**src/rtl/shut_pkg.sv**
```systemverilog
package shut_pkg;

  // One-cycle commands from the control logic to the state registers
  typedef struct packed {
    logic holdSet;   // start pulling the shared line low
    logic holdClr;   // release the pull-down
    logic lowEnter;  // line seen under the lower threshold
    logic lowLeave;  // line seen over the upper threshold
  } shutStrobesT;

endpackage

```
**src/rtl/trip_sync.sv**
```systemverilog
module trip_sync #(
  parameter int STAGES = 2
) (
  input  logic clk,
  input  logic rstN,
  input  logic tripRaw,
  output logic tripSynced,
  output logic tripAny
);
  localparam int LAST = STAGES - 1;

  logic [LAST:0] syncQ;

  generate
    for (genvar g = 0; g < STAGES; g++) begin : g_stage
      if (g == 0) begin : g_first
        always_ff @(posedge clk or negedge rstN)
          if (!rstN) syncQ[g] <= 1'b0;
          else       syncQ[g] <= tripRaw;
      end else begin : g_next
        always_ff @(posedge clk or negedge rstN)
          if (!rstN) syncQ[g] <= 1'b0;
          else       syncQ[g] <= syncQ[g-1];
      end
    end
  endgenerate

  assign tripSynced = syncQ[LAST];
  // The raw bit and every stage feed the direct disable path, so no cycle goes uncovered
  assign tripAny    = tripRaw | (|syncQ);
endmodule

```
**src/rtl/shut_ctrl.sv**
```systemverilog
module shut_ctrl
  import shut_pkg::*;
(
  input  logic        tripSynced,
  input  logic        lineBelowLow,
  input  logic        lineAboveHigh,
  input  logic        holdQ,
  input  logic        lineLowQ,
  output shutStrobesT strobes
);
  always_comb begin
    strobes = '0;
    // A trip only needs the pull-down if the line is not already low
    strobes.holdSet  = !holdQ && tripSynced && !lineBelowLow;
    // Release once the line has crossed the lower threshold; a new trip restarts nothing
    strobes.holdClr  = holdQ && lineBelowLow;
    // Hysteresis: the lower flag enters, only the upper flag leaves, lower wins a tie
    strobes.lowEnter = !lineLowQ && lineBelowLow;
    strobes.lowLeave = lineLowQ && lineAboveHigh && !lineBelowLow;
  end
endmodule

```
**src/rtl/shut_datapath.sv**
```systemverilog
module shut_datapath
  import shut_pkg::*;
(
  input  logic        clk,
  input  logic        rstN,
  input  shutStrobesT strobes,
  input  logic        tripAny,
  output logic        holdQ,
  output logic        lineLowQ,
  output logic        gateDisable
);
  logic holdNext;
  logic lowNext;

  always_comb begin
    holdNext = strobes.holdSet | (holdQ & ~strobes.holdClr);
    lowNext  = strobes.lowEnter | (lineLowQ & ~strobes.lowLeave);
  end

  always_ff @(posedge clk or negedge rstN) begin
    if (!rstN) begin
      holdQ       <= 1'b0;
      lineLowQ    <= 1'b1;
      gateDisable <= 1'b1;
    end else begin
      holdQ       <= holdNext;
      lineLowQ    <= lowNext;
      gateDisable <= tripAny | holdNext | lowNext;
    end
  end
endmodule

```
**src/rtl/fault_shutdown.sv**
```systemverilog
module fault_shutdown
  import shut_pkg::*;
#(
  parameter int SYNC_STAGES = 2
) (
  input  logic clk,
  input  logic rstN,
  input  logic tripRaw,
  input  logic lineBelowLow,
  input  logic lineAboveHigh,
  output logic pullDownEn,
  output logic gateDisable
);
  logic        tripSynced;
  logic        tripAny;
  logic        holdQ;
  logic        lineLowQ;
  shutStrobesT strobes;

  trip_sync #(.STAGES(SYNC_STAGES)) uSync (
    .clk(clk), .rstN(rstN), .tripRaw(tripRaw),
    .tripSynced(tripSynced), .tripAny(tripAny)
  );

  shut_ctrl uCtrl (
    .tripSynced(tripSynced), .lineBelowLow(lineBelowLow),
    .lineAboveHigh(lineAboveHigh), .holdQ(holdQ),
    .lineLowQ(lineLowQ), .strobes(strobes)
  );

  shut_datapath uData (
    .clk(clk), .rstN(rstN), .strobes(strobes), .tripAny(tripAny),
    .holdQ(holdQ), .lineLowQ(lineLowQ), .gateDisable(gateDisable)
  );

  assign pullDownEn = holdQ;


  trip_gate_chk: assert property (@(posedge clk) disable iff (!rstN)
    tripRaw |=> gateDisable);


  low_line_gate_chk: assert property (@(posedge clk) disable iff (!rstN)
    lineBelowLow |=> gateDisable);


  hold_release_chk: assert property (@(posedge clk) disable iff (!rstN)
    (pullDownEn && lineBelowLow) |=> !pullDownEn);


  hold_keep_chk: assert property (@(posedge clk) disable iff (!rstN)
    (pullDownEn && !lineBelowLow) |=> pullDownEn);


  hold_cause_chk: assert property (@(posedge clk) disable iff (!rstN)
    $rose(pullDownEn) |-> $past(tripSynced));


  hold_disables_chk: assert property (@(posedge clk) disable iff (!rstN)
    pullDownEn |-> gateDisable);
endmodule

```
**config.mk**
```make
export PLATFORM = sky130hd
export DESIGN_NAME = fault_shutdown
export DESIGN_NICKNAME = d
export VERILOG_FILES = /design/src/rtl/shut_pkg.sv /design/src/rtl/trip_sync.sv /design/src/rtl/shut_ctrl.sv /design/src/rtl/shut_datapath.sv /design/src/rtl/fault_shutdown.sv
export SDC_FILE = /design/constraint.sdc
export NUM_CORES = 1
export LEC_CHECK = 0
export BUFFER_PORTS_ARGS = -buffer_cell sky130_fd_sc_hd__buf_4
export CORE_AREA = 4 4 41 43
export DETAILED_ROUTE_END_ITERATION = 7
export DIE_AREA = 0 0 45 47
export SLEW_MARGIN = 20
export SYNTH_ARGS = -nofsm -noshare
export SYNTH_HDL_FRONTEND = slang
export SYNTH_SLANG_ARGS = --single-unit
```
**constraint.sdc**
```tcl
create_clock -name clk -period 1.7 [get_ports clk]
set_input_delay 0.34 -clock clk [delete_from_list [all_inputs] [get_ports clk]]
set_output_delay 0.34 -clock clk [all_outputs]
set_load 0.01 [all_outputs]
```
# --- Yosys cells after proc, flatten, opt, wreduce, memory -nomap -nowiden ---
# Index checks and enable logic that the tools add are counted.
word_totals:
  regBits: 5
  in_bits: 5
classes:
  bitwise_logic: 9
  n_reduce_logical: 10
ops:
  columns: ["op", "count"]
  rows:
  - ["logical AND 1 bit", 6]
  - ["OR 1 bit", 5]
  - ["logical NOT 1 bit", 3]
  - ["AND 1 bit", 2]
  - ["NOT 1 bit", 2]
  - ["OR reduction 2 bit", 1]

# --- Depth between registers and ports, before layout ---
# Gate-level depths: netlist (run 1).
depth:
  ltp_word: 6
  depth_mapped: 2

# --- Modules after synthesis ---
# Synthesis (run 1) repeated with hierarchy kept, for this count alone.
hier_totals:
  cells_unflattened: 16
  hier_area_um2: 200.2
by_module_without_submodules:
  columns: ["mod", "n_inst", "cells_each", "area_each_um2", "seq_area_each_um2"]
  rows:
  - ["shut_datapath", 1, 9, 115.1, 77.6]
  - ["trip_sync", 1, 3, 56.3, 50.0]
  - ["shut_ctrl", 1, 4, 28.8, 0.0]

# --- Worst setup path after synthesis (run 1) ---
# Ideal clock, no wire load.
synth_path:
  path_kind: "register to register"
  start: "register uSync.syncQ[0]"
  end: "register uData.gateDisable"
  setup_ns: 0.082
  t_arrival_ns: 1.110
  t_required_ns: 1.618
  path_slack_ns: 0.508
  path_stages_with_launch: 3
  n_path_buf: 0
  cell_sequence: "dfrtp_1 -> or4_1 -> a211o_1"
synth_between:
  elab_chain_cells: 4
synth_lines:
  columns: ["element", "line", "rtl"]
  rows:
  - ["start, declared", "trip_sync.sv:12", "logic [LAST:0] syncQ;"]
  - ["start signal, assigned by index", "trip_sync.sv:19", "else syncQ[g] <= tripRaw;"]
  - ["OR reduction 2 bit", "trip_sync.sv:30", "assign tripAny = tripRaw | (|syncQ);"]
  - ["OR 1 bit", "trip_sync.sv:30", null]
  - ["OR 1 bit (2 in a row)", "shut_datapath.sv:28", "gateDisable <= tripAny | holdNext | lowNext;"]
  - ["end signal, assigned", "shut_datapath.sv:28", null]
  - ["end, declared", "shut_datapath.sv:10", "output logic gateDisable"]
# No other way between the ends.

# --- Final worst setup path (run 1) ---
# Same ends and word-level chain as after synthesis.

==> run summary, run 1 <==
- maximum achievable frequency: 807 MHz
- count of routing violations after the opening detailed-route iteration: 0
- post-synthesis sequential area ratio: 78.5%
- data arrival time of the critical path: 1.40 ns
- IO Count: 7
- Final min period: 1.24 ns
- Netlist cell types: 7
- Avg Synthesized Cell Area: 14.8 µm²
- vias per inst: 3.32
- antenna violations before repair: 0
- run status: completed
- area taken by flip-flops and latches: 128 µm²
- synthesized cell area: 163 µm²
- Buf+Inv Stages, Crit Path: 0
- buffer type at the clock tree root: sky130_fd_sc_hd__clkbuf_4
- Crit Reg-Reg Startpoint: uSync.syncQ[0]$_DFF_PN0_
- cell type of the slowest stage on the worst timing path: sky130_fd_sc_hd__or4_1
- filler cell count: 153
- initial standard-cell utilization of the core: 12.5%
- Fin Setup TNS: 0 ns
- Final Skew: 0.000229 ns
- Inserted Clock Buffers: 3
- Cell Chain, Critical Path: or4_1 > a211o_1
- largest fanout on the critical path: 2
- layer with the highest usage: met4
- worst setup slack for register-to-register paths: 0.46 ns
- Reg clk slew, reported paths: 0.04 ns
- number of port buffers: 6
- Hold Crit Start: tripRaw
- worst rel slew slack: 93.9%
- CP top delay family: simple AND/OR/NAND/NOR gates
- fraction of met3 tracks used by global routing: 3.45%
- antenna-violating nets left: 0
- type of the worst setup path: flop to flop
- clock tree from TritonCTS: built
- Tightest Hold Check Type: primary input to flop
- CTS H-Tree Depth: 1
- reg2reg end: uData.gateDisable$_DFF_PN1_
- largest net degree at the start of global routing: 6
- PnR worst setup slack: 0.461 ns
- number of remaining DRC errors: 0
- Vias: 123
- number of placement rows: 13
- Critical Path End Type: flop
- final hold vios: 0
- post-route fraction of the period consumed by the critical path: 72.9%
- post-cts repair resize count: 0
- post-synthesis sequential element count: 5
- CTS Hold Bufs: 1
- reg2reg path depth: 2
- ant diodes: 0
- number of synthesis warnings: 0
- power after layout: 0.284 mW
- global-route track usage on met2: 5.93%
- iteration count of the initial detailed-routing pass: 1
- post-layout instance area: 263 µm²
- overall die area: 0.00212 mm²
- commonest cells after routing, fill and taps aside: 6 x sky130_fd_sc_hd__buf_4, 3 x sky130_fd_sc_hd__clkbuf_4, 3 x sky130_fd_sc_hd__dfrtp_1, 2 x sky130_fd_sc_hd__nor2_1, 2 x sky130_fd_sc_hd__dfstp_2
- global-route congestion overflow total: 0
- first-pass GRT wire length: 579 µm
- Pleak: 0.121 nW
- Routed Wire Length: 337 µm
- clock tree sinks: 5
- Core Box Area: 0.00130 mm²
- synthesized netlist cell count: 11
- total global-route track usage: 4.69%
- Worst setup SP type: flop
- fin. max-slew vios: 0
- actual slew at the worst max-slew pin: 0.0911 ns
- cell area power density: 1080 mW/mm²
- hold endpoint: uSync.syncQ[0]$_DFF_PN0_
- Chip Height: 47 µm
- total nets after synthesis: 16
- average wire length per cell after detail routing: 9.11 µm
- clock latency at the later pin of the worst-skew pair: 0.23 ns
- worst hold path cell count: 1
- total placed instance area: 226 µm²
- critical path data required time: 1.86 ns
- met1 usage in global routing: 3.93%
- number of buffers added for setup after CTS: 0
- delay of the slowest cell on the worst path: 0.51 ns
- Final nets: 28
- weighted congestion at the end of routability-driven global placement: 0.698
- via count of the first global-routing pass: 156
- layout overhead on the synthesized area: 61.5%
- setup slack at placement: 0.405 ns
- area taken by multi-input logic gates: 31.3 µm²
- Die X-Extent: 45 µm
- Final setup violation count: 0
- Max Cap Viol: 0
- leading cell type in the layout, fill and taps excluded: sky130_fd_sc_hd__buf_4
- half-perimeter wire length of the detailed placement result: 270 µm
- maximum buffer depth of the clock tree: 2
- unrepaired setup endpoints after global routing: false
- share of post-route cells with drive strength above 1: 50.0%
- Worst VDD drop: 0.172 mV
layer usage:
metal | vias to the layer above | routed length (µm)
met5 | - | 0
met4 | 0 | 0
met3 | 0 | 54
met2 | 7 | 150
met1 | 57 | 133
li1 | 59 | -
layout make-up:
cell class | count | share of cell area, %
clock buffers | 4 | 10.0
inverters | 1 | 1.43
multi-input cells | 5 | 11.9
flip-flops and latches | 5 | 48.6
well taps | 15 | 7.14
repair buffers | 7 | 21.0
state kept, by name, indices dropped and copies added (netlist names):
name and flops:
uData.gateDisable 1, uSync.syncQ 1, uSync.tripSynced 1, uData.lineLowQ 1
uData.holdQ 1
cells in the mapped netlist (all sizes together):
library cell	number	area [µm²]
a211o	1	8.76
a21o	1	7.51
dfrtp	3	75.1
dfstp	2	52.6
inv	1	3.75
nor2	2	7.51
or4	1	7.51
how the worst max path moves through the flow:
| stage | from | to | slack (ns) | cells after the start |
|---|---|---|---|---|
| detailed placement | tripRaw | uData.gateDisable$_DFF_PN1_ | 0.41 | 3 |
| global route | uSync.syncQ[0]$_DFF_PN0_ | uData.gateDisable$_DFF_PN1_ | 0.42 | 2 |
| floorplan | uSync.syncQ[0]$_DFF_PN0_ | uData.gateDisable$_DFF_PN1_ | 0.51 | 2 |
| global placement | tripRaw | uData.gateDisable$_DFF_PN1_ | 0.45 | 3 |
| CTS | uSync.syncQ[0]$_DFF_PN0_ | uData.gateDisable$_DFF_PN1_ | 0.45 | 2 |
| finish | uSync.syncQ[0]$_DFF_PN0_ | uData.gateDisable$_DFF_PN1_ | 0.46 | 2 |
per-stage QoR:
stage	hold WS (ns)	utilization, %	cells
3_5_place_dp	0.144	17.4	32
6_report	0.221	20.2	37
4_1_cts	0.207	20.2	37
2_1_floorplan	0.0444	-	11
5_1_grt	0.212	20.2	37
3_3_place_gp	0.137	17.4	32
power by group:
group,internal (mW),switching [mW],total [mW]
sequential,0.127,0.00311,0.130
combinational,0.0124,0.00824,0.0206
clock,0.0885,0.0444,0.133
total,0.228,0.0558,0.284
logic make-up after synthesis:
family	share of synthesized area, %
and+or+nand+nor	9.23
DFF	78.5
buffers and inverters	2.31
AOI/OAI and AO/OA	10.0
(Power assumes the default switching activity.)
==> run 2, diff against run 1 <==
==> constraint.sdc (replaced) <==
create_clock -name clk -period 1.2 [get_ports clk]
set_input_delay 0.24 -clock clk [delete_from_list [all_inputs] [get_ports clk]]
set_output_delay 0.24 -clock clk [all_outputs]
set_load 0.01 [all_outputs]
==> run summary, run 2 (same netlist as run 1, synthesis figures left out) <==
- run status: completed
- number of remaining DRC errors: 0, unchanged
- number of placement rows: 13, unchanged
- cell area power density: 1490 mW/mm², +38%
- Worst VDD drop: 0.232 mV, +35%
- leading cell type in the layout, fill and taps excluded: sky130_fd_sc_hd__buf_4
- Final min period: 1.20 ns, -0.0402 ns
- actual slew at the worst max-slew pin: 0.0954 ns, +0.00424 ns
- Vias: 125, +1.6%
- non-filler instance count after layout: 38, +2.7%
- Max Cap Viol: 0, unchanged
- antenna violations before repair: 0, unchanged
- critical path data required time: 1.36 ns, -0.50 ns
- weighted congestion at the end of routability-driven global placement: 0.699, +0.13%
- type of the worst setup path: flop to flop
- clock latency at the later pin of the worst-skew pair: 0.23 ns, about the same
- overall die area: 0.00212 mm², unchanged
- antenna-violating nets left: 0, unchanged
- Final setup violation count: 0, unchanged
- vias per inst: 3.29, -1.0%
- clock tree from TritonCTS: built
- Die X-Extent: 45 µm, unchanged
- global-route congestion overflow total: 0, unchanged
- Core Box Area: 0.00130 mm², unchanged
- CTS H-Tree Depth: 1, unchanged
- commonest cells after routing, fill and taps aside: 7 x sky130_fd_sc_hd__buf_4, 3 x sky130_fd_sc_hd__clkbuf_4, 3 x sky130_fd_sc_hd__dfrtp_1, 2 x sky130_fd_sc_hd__nor2_1, 2 x sky130_fd_sc_hd__dfstp_2
- iteration count of the initial detailed-routing pass: 1, unchanged
- Reg clk slew, reported paths: 0.04 ns, about the same
- share of post-route cells with drive strength above 1: 52.2%, +2.2 points
- maximum buffer depth of the clock tree: 2, unchanged
- number of port buffers: 6, unchanged
- IO Count: 7, unchanged
- fin. max-slew vios: 0, unchanged
- first-pass GRT wire length: 558 µm, -3.6%
- layout overhead on the synthesized area: 66.2%
- Routed Wire Length: 371 µm, +10%
- placed instance count: 32, unchanged
- Final nets: 29, +3.6%
- Inserted Clock Buffers: 3, unchanged
- post-layout instance area: 270 µm², +2.9%
- Critical Path End Type: flop
- Tightest Hold Check Type: primary input to flop
- ant diodes: 0, unchanged
- Pleak: 0.126 nW, +4.4%
- worst rel slew slack: 93.6%, -0.28 points
- unrepaired setup endpoints after global routing: true
- buffer type at the clock tree root: sky130_fd_sc_hd__clkbuf_4
- final hold vios: 0, unchanged
- largest net degree at the start of global routing: 6, unchanged
- maximum achievable frequency: 834 MHz, +3.4%
- post-route fraction of the period consumed by the critical path: 99.9%, +27 points
- initial standard-cell utilization of the core: 12.5%, unchanged
- Worst setup SP type: flop
- data arrival time of the critical path: 1.36 ns, -0.04 ns
- Chip Height: 47 µm, unchanged
- total global-route track usage: 4.61%, -0.079 points
- Final Skew: 0.00181 ns, +0.00158 ns
- post-cts repair resize count: 0, unchanged
- via count of the first global-routing pass: 157, +0.64%
- average wire length per cell after detail routing: 9.76 µm, +7.2%
- count of routing violations after the opening detailed-route iteration: 0, unchanged
- largest fanout on the critical path: 2, unchanged
- clock tree sinks: 5, unchanged
- total placed instance area: 226 µm², unchanged
- half-perimeter wire length of the detailed placement result: 302 µm, +12%
[run 2: power breakdown]
| group | total (mW) | internal (mW) | switching, mW |
|---|---|---|---|
| clock | 0.186 | 0.125 | 0.0612 |
| sequential | 0.185 | 0.180 | 0.00448 |
| combinational | 0.0324 | 0.0195 | 0.0128 |
| total | 0.403 | 0.325 | 0.0785 |
[run 2: timing repair]
| action | 4_1_cts | 5_1_grt |
|---|---|---|
| hold buffers | 1 | 0 |
| pin swaps | 1 | 0 |
| endpoints found under the hold margin | 5 | 0 |
| buffers inserted | 0 | 1 |
| endpoints found under the setup margin | 1 | 1 |
[run 2: routing by layer]
| layer | vias to the layer above | routed length [µm] | global-route usage [%] |
|---|---|---|---|
| met1 | 57 | 142 | 3.46 |
| met4 | 0 | 0 | 7.02 |
| met5 | - | 0 | 0 |
| met3 | 0 | 55 | 3.45 |
| met2 | 7 | 172 | 6.21 |
| li1 | 61 | - | - |
[run 2: path summary, 6_finish.rpt]
kind | from | to | slack (ns) | depth (start not counted)
setup / recovery | uSync.syncQ[0]$_DFF_PN0_ | uData.gateDisable$_DFF_PN1_ | 0.0008 | 2
hold / removal | tripRaw | uSync.syncQ[0]$_DFF_PN0_ | 0.12 | 1
setup reg to reg | uSync.syncQ[0]$_DFF_PN0_ | uData.gateDisable$_DFF_PN1_ | 0.0008 | 2
hold reg to reg | uSync.syncQ[0]$_DFF_PN0_ | uSync.tripSynced$_DFF_PN0_ | 0.47 | 1
max in group asynchronous | rstN | uData.lineLowQ$_DFF_PN1_ | 0.66 | 2
min in group asynchronous | rstN | uSync.syncQ[0]$_DFF_PN0_ | 0.34 | 2
[run 2: worst max-delay path, cell delays in order (launching register included)]
cell                      delay [ns]
sky130_fd_sc_hd__dfrtp_1        0.36
sky130_fd_sc_hd__or4_1          0.52
sky130_fd_sc_hd__a211o_1        0.24
[run 2: cell type report]
| type | count | area [µm²] |
|---|---|---|
| Tap cell | 15 | 18.8 |
| Timing Repair Buffer | 8 | 62.6 |
| Fill cell | 153 | 1030 |
| Multi-Input combinational cell | 5 | 31.3 |
| Clock buffer | 4 | 26.3 |
| Sequential cell | 5 | 128 |
| Inverter | 1 | 3.75 |
[run 2: per-stage QoR]
stage	hold slack, ns	worst slack, ns	utilization [%]	setup TNS (ns)	power, mW
after floorplan	-0.0556	0.00818	-	0	0.193
final	0.123	0.000845	20.8	0	0.403
after global routing	0.111	-0.0196	20.8	-0.0196	0.430
after CTS	0.108	0.000677	20.2	0	0.418
after detailed placement	0.0441	-0.0453	17.4	-0.0453	0.215
after global placement	0.0379	-0.000213	17.4	-0.000213	0.212
==> run 3, diff against run 2 <==
--- a/config.mk
+++ b/config.mk
@@ -5,6 +5,7 @@
 export SDC_FILE = /design/constraint.sdc
 export NUM_CORES = 1
 export LEC_CHECK = 0
+export ABC_AREA = 1
 export BUFFER_PORTS_ARGS = -buffer_cell sky130_fd_sc_hd__buf_4
 export CORE_AREA = 4 4 41 43
 export DETAILED_ROUTE_END_ITERATION = 7
==> run summary, run 3 <==
- via count of the first global-routing pass: 134, -15%
- DR WL met2: 153 µm, -11%
- reg2reg end: uData.gateDisable$_DFF_PN1_
- share of post-route cells with drive strength above 1: 39.3%, -13 points
- initial standard-cell utilization of the core: 13.5%, +0.96 points
- antenna violations before repair: 0, unchanged
- number of port buffers: 6, unchanged
- unrepaired setup endpoints after global routing: false
- Inserted Clock Buffers: 3, unchanged
- maximum achievable frequency: 920 MHz, +10%
- PnR worst setup slack: 0.113 ns, +0.112 ns
- Crit Reg-Reg Startpoint: uSync.syncQ[0]$_DFF_PN0_
- number of buffers added for setup after CTS: 0, unchanged
- worst hold path cell count: 1, unchanged
- power after layout: 0.403 mW, -0.13%
- net load switching power: 0.0804 mW, +2.5%
- maximum buffer depth of the clock tree: 2, unchanged
- largest fanout on the critical path: 1, -1
- antenna-violating nets left: 0, unchanged
- reg2reg path depth: 4, +2
- most used flip-flop cell after synthesis: sky130_fd_sc_hd__dfrtp_1
- first-pass GRT wire length: 496 µm, -11%
- clock latency at the later pin of the worst-skew pair: 0.24 ns, about the same
- non-filler instance count after layout: 43, +13%
- Reg clk slew, reported paths: 0.04 ns, about the same
- post-cts repair resize count: 0, unchanged
- highest metal layer used by the detailed router: met3
- Worst VDD drop: 0.237 mV, +2.0%
- dominant cells by area after synthesis: sky130_fd_sc_hd__dfrtp_1 43%, sky130_fd_sc_hd__dfstp_2 30%, sky130_fd_sc_hd__inv_1 11%
- critical path data required time: 0.96 ns, -0.40 ns
- worst rel slew slack: 88.9%, -4.8 points
- Cell Chain, Critical Path: buf_4
- clock tree from TritonCTS: built
- Max Cap Viol: 0, unchanged
- total nets after synthesis: 22, +6
- Critical Path End Type: output pin
- layout overhead on the synthesized area: 57.1%
- clock tree sinks: 5, unchanged
- total placed instance area: 239 µm², +5.5%
- post-route fraction of the period consumed by the critical path: 90.6%, -9.3 points
- final hold slack: 0.119 ns, -0.00326 ns
- Routed Wire Length: 300 µm, -19%
- most common cell in the netlist: sky130_fd_sc_hd__inv_1
- post-layout instance area: 275 µm², +1.9%
- ranking of synthesized cells by instance count: 5 x sky130_fd_sc_hd__inv_1, 3 x sky130_fd_sc_hd__dfrtp_1, 3 x sky130_fd_sc_hd__nand2_1
- synthesized netlist cell count: 17, +6
- overall die area: 0.00212 mm², unchanged
- Fin Setup TNS: 0 ns, unchanged
- weighted congestion at the end of routability-driven global placement: 0.603, -14%
- number of remaining DRC errors: 0, unchanged
- Hold Crit Start: tripRaw
- worst setup slack for register-to-register paths: 0.48 ns, +0.48 ns
- iteration count of the initial detailed-routing pass: 1, unchanged
- run status: completed
- final hold vios: 0, unchanged
- average wire length per cell after detail routing: 6.98 µm, -29%
- number of placement rows: 13, unchanged
- sum of routed wire segments on met1: 105 µm, -26%
- number of synthesis warnings: 0, unchanged
- placed instance count: 38, +19%
- Chip Height: 47 µm, unchanged
- Final Skew: 0.00292 ns, +0.00111 ns
- fin. max-slew vios: 0, unchanged
- leading cell type in the layout, fill and taps excluded: sky130_fd_sc_hd__buf_4
- Tightest Hold Check Type: primary input to flop
- Core Box Area: 0.00130 mm², unchanged
- Netlist cell types: 6, -1
- Worst setup SP type: flop
- Avg Synthesized Cell Area: 10.3 µm², -30%
- fraction of post-synthesis cell area in the top cell type by area: 42.9%, -3.3 points
- commonest cells after routing, fill and taps aside: 6 x sky130_fd_sc_hd__buf_4, 5 x sky130_fd_sc_hd__inv_1, 3 x sky130_fd_sc_hd__nand2_1, 3 x sky130_fd_sc_hd__clkbuf_4, 3 x sky130_fd_sc_hd__dfrtp_1
- count of routing violations after the opening detailed-route iteration: 0, unchanged
- hold endpoint: uSync.syncQ[0]$_DFF_PN0_
- proportion of register bits with asynchronous set or reset after synthesis: 100%, unchanged
- post-synthesis sequential element count: 5, unchanged
- power share of the clock group: 46.8%, +0.6 points
- setup slack at placement: 0.362 ns, +0.408 ns
- number of flops mapped to enable cells by yosys: 0, unchanged
- Sequential Power Share: 45.4%, -0.4 points
- CTS H-Tree Depth: 1, unchanged
- cell type contributing the most total cell area after synthesis: sky130_fd_sc_hd__dfrtp_1
- DR WL met3: 41 µm, -25%
- synthesized cell area: 175 µm², +7.7%
- cell area power density: 1460 mW/mm², -1.9%
- CTS Hold Bufs: 1, unchanged
- internal portion of total power: 0.323 mW, -0.77%
- Buf+Inv Stages, Crit Path: 1, +1
- post-synthesis sequential area ratio: 72.9%, -5.6 points
- Die X-Extent: 45 µm, unchanged
- IO Count: 7, unchanged
- CP top delay family: flip-flops
- Sw Share: 20.0%, +0.51 points
- vias per inst: 3.07, -6.7%
- type of the worst setup path: flop to output pin
- delay of the slowest cell on the worst path: 0.51 ns, about the same
- Final min period: 1.09 ns, -0.112 ns
- Final nets: 34, +17%
- final core area utilization: 21.2%, +0.38 points
- actual slew at the worst max-slew pin: 0.167 ns, +0.0715 ns
- cell type of the slowest stage on the worst timing path: sky130_fd_sc_hd__dfstp_2
- combinational cell fraction of total power: 7.8%, -0.2 points
- Vias: 132, +5.6%
- Final setup violation count: 0, unchanged
- total global-route track usage: 4.13%, -0.48 points
- global-route congestion overflow total: 0, unchanged
- largest net degree at the start of global routing: 6, unchanged
- start point of the critical path: uData.gateDisable$_DFF_PN1_
- Pleak: 0.139 nW, +9.8%
- ant diodes: 0, unchanged
- data arrival time of the critical path: 0.85 ns, -0.51 ns
- buffer type at the clock tree root: sky130_fd_sc_hd__clkbuf_4
[run 3: changes by cell type in the layout (fill, tap and decap cells not counted), sizes merged]
| cell | before | now |
|---|---|---|
| nand2 | 0 | 3 |
| or4 | 1 | 0 |
| a21oi | 0 | 2 |
| buf | 7 | 6 |
| a211o | 1 | 0 |
| inv | 1 | 5 |
| a21o | 1 | 0 |
[run 3: worst max path at each step]
stage	cells past startpoint	end	slack (ns)
after floorplan	0	gateDisable	0.44
after global placement	1	gateDisable	0.36
after detailed placement	1	gateDisable	0.36
after CTS	1	gateDisable	0.1
after global routing	1	gateDisable	0.08
final	1	gateDisable	0.11
[run 3: metal layers]
layer	up-vias	track usage, %
li1	70	-
met1	58	3.46
met2	4	4.52
met3	0	4.60
met4	0	5.26
met5	-	0
[run 3: cell type report]
| class | count | area (µm²) |
|---|---|---|
| Timing Repair Buffer | 7 | 55.1 |
| Inverter | 5 | 18.8 |
| Clock buffer | 4 | 26.3 |
| Tap cell | 15 | 18.8 |
| Sequential cell | 5 | 128 |
| Multi-Input combinational cell | 7 | 28.8 |
| Fill cell | 158 | 1030 |
[run 3: logic make-up after synthesis]
logic type             after synthesis  synth area share, %
AOI/OAI and AO/OA                    2                 5.71
buffers and inverters                5                 10.7
DFF                                  5                 72.9
and+or+nand+nor                      5                 10.7
[run 3: power groups by stage]
stage               sequential (mW)  clock (mW)  combinational, mW
floorplan                     0.186           0            0.00914
finish                        0.183       0.188             0.0316
detailed placement            0.185           0             0.0297
CTS                           0.183       0.203             0.0323
global route                  0.184       0.210             0.0362
global placement              0.185           0             0.0292
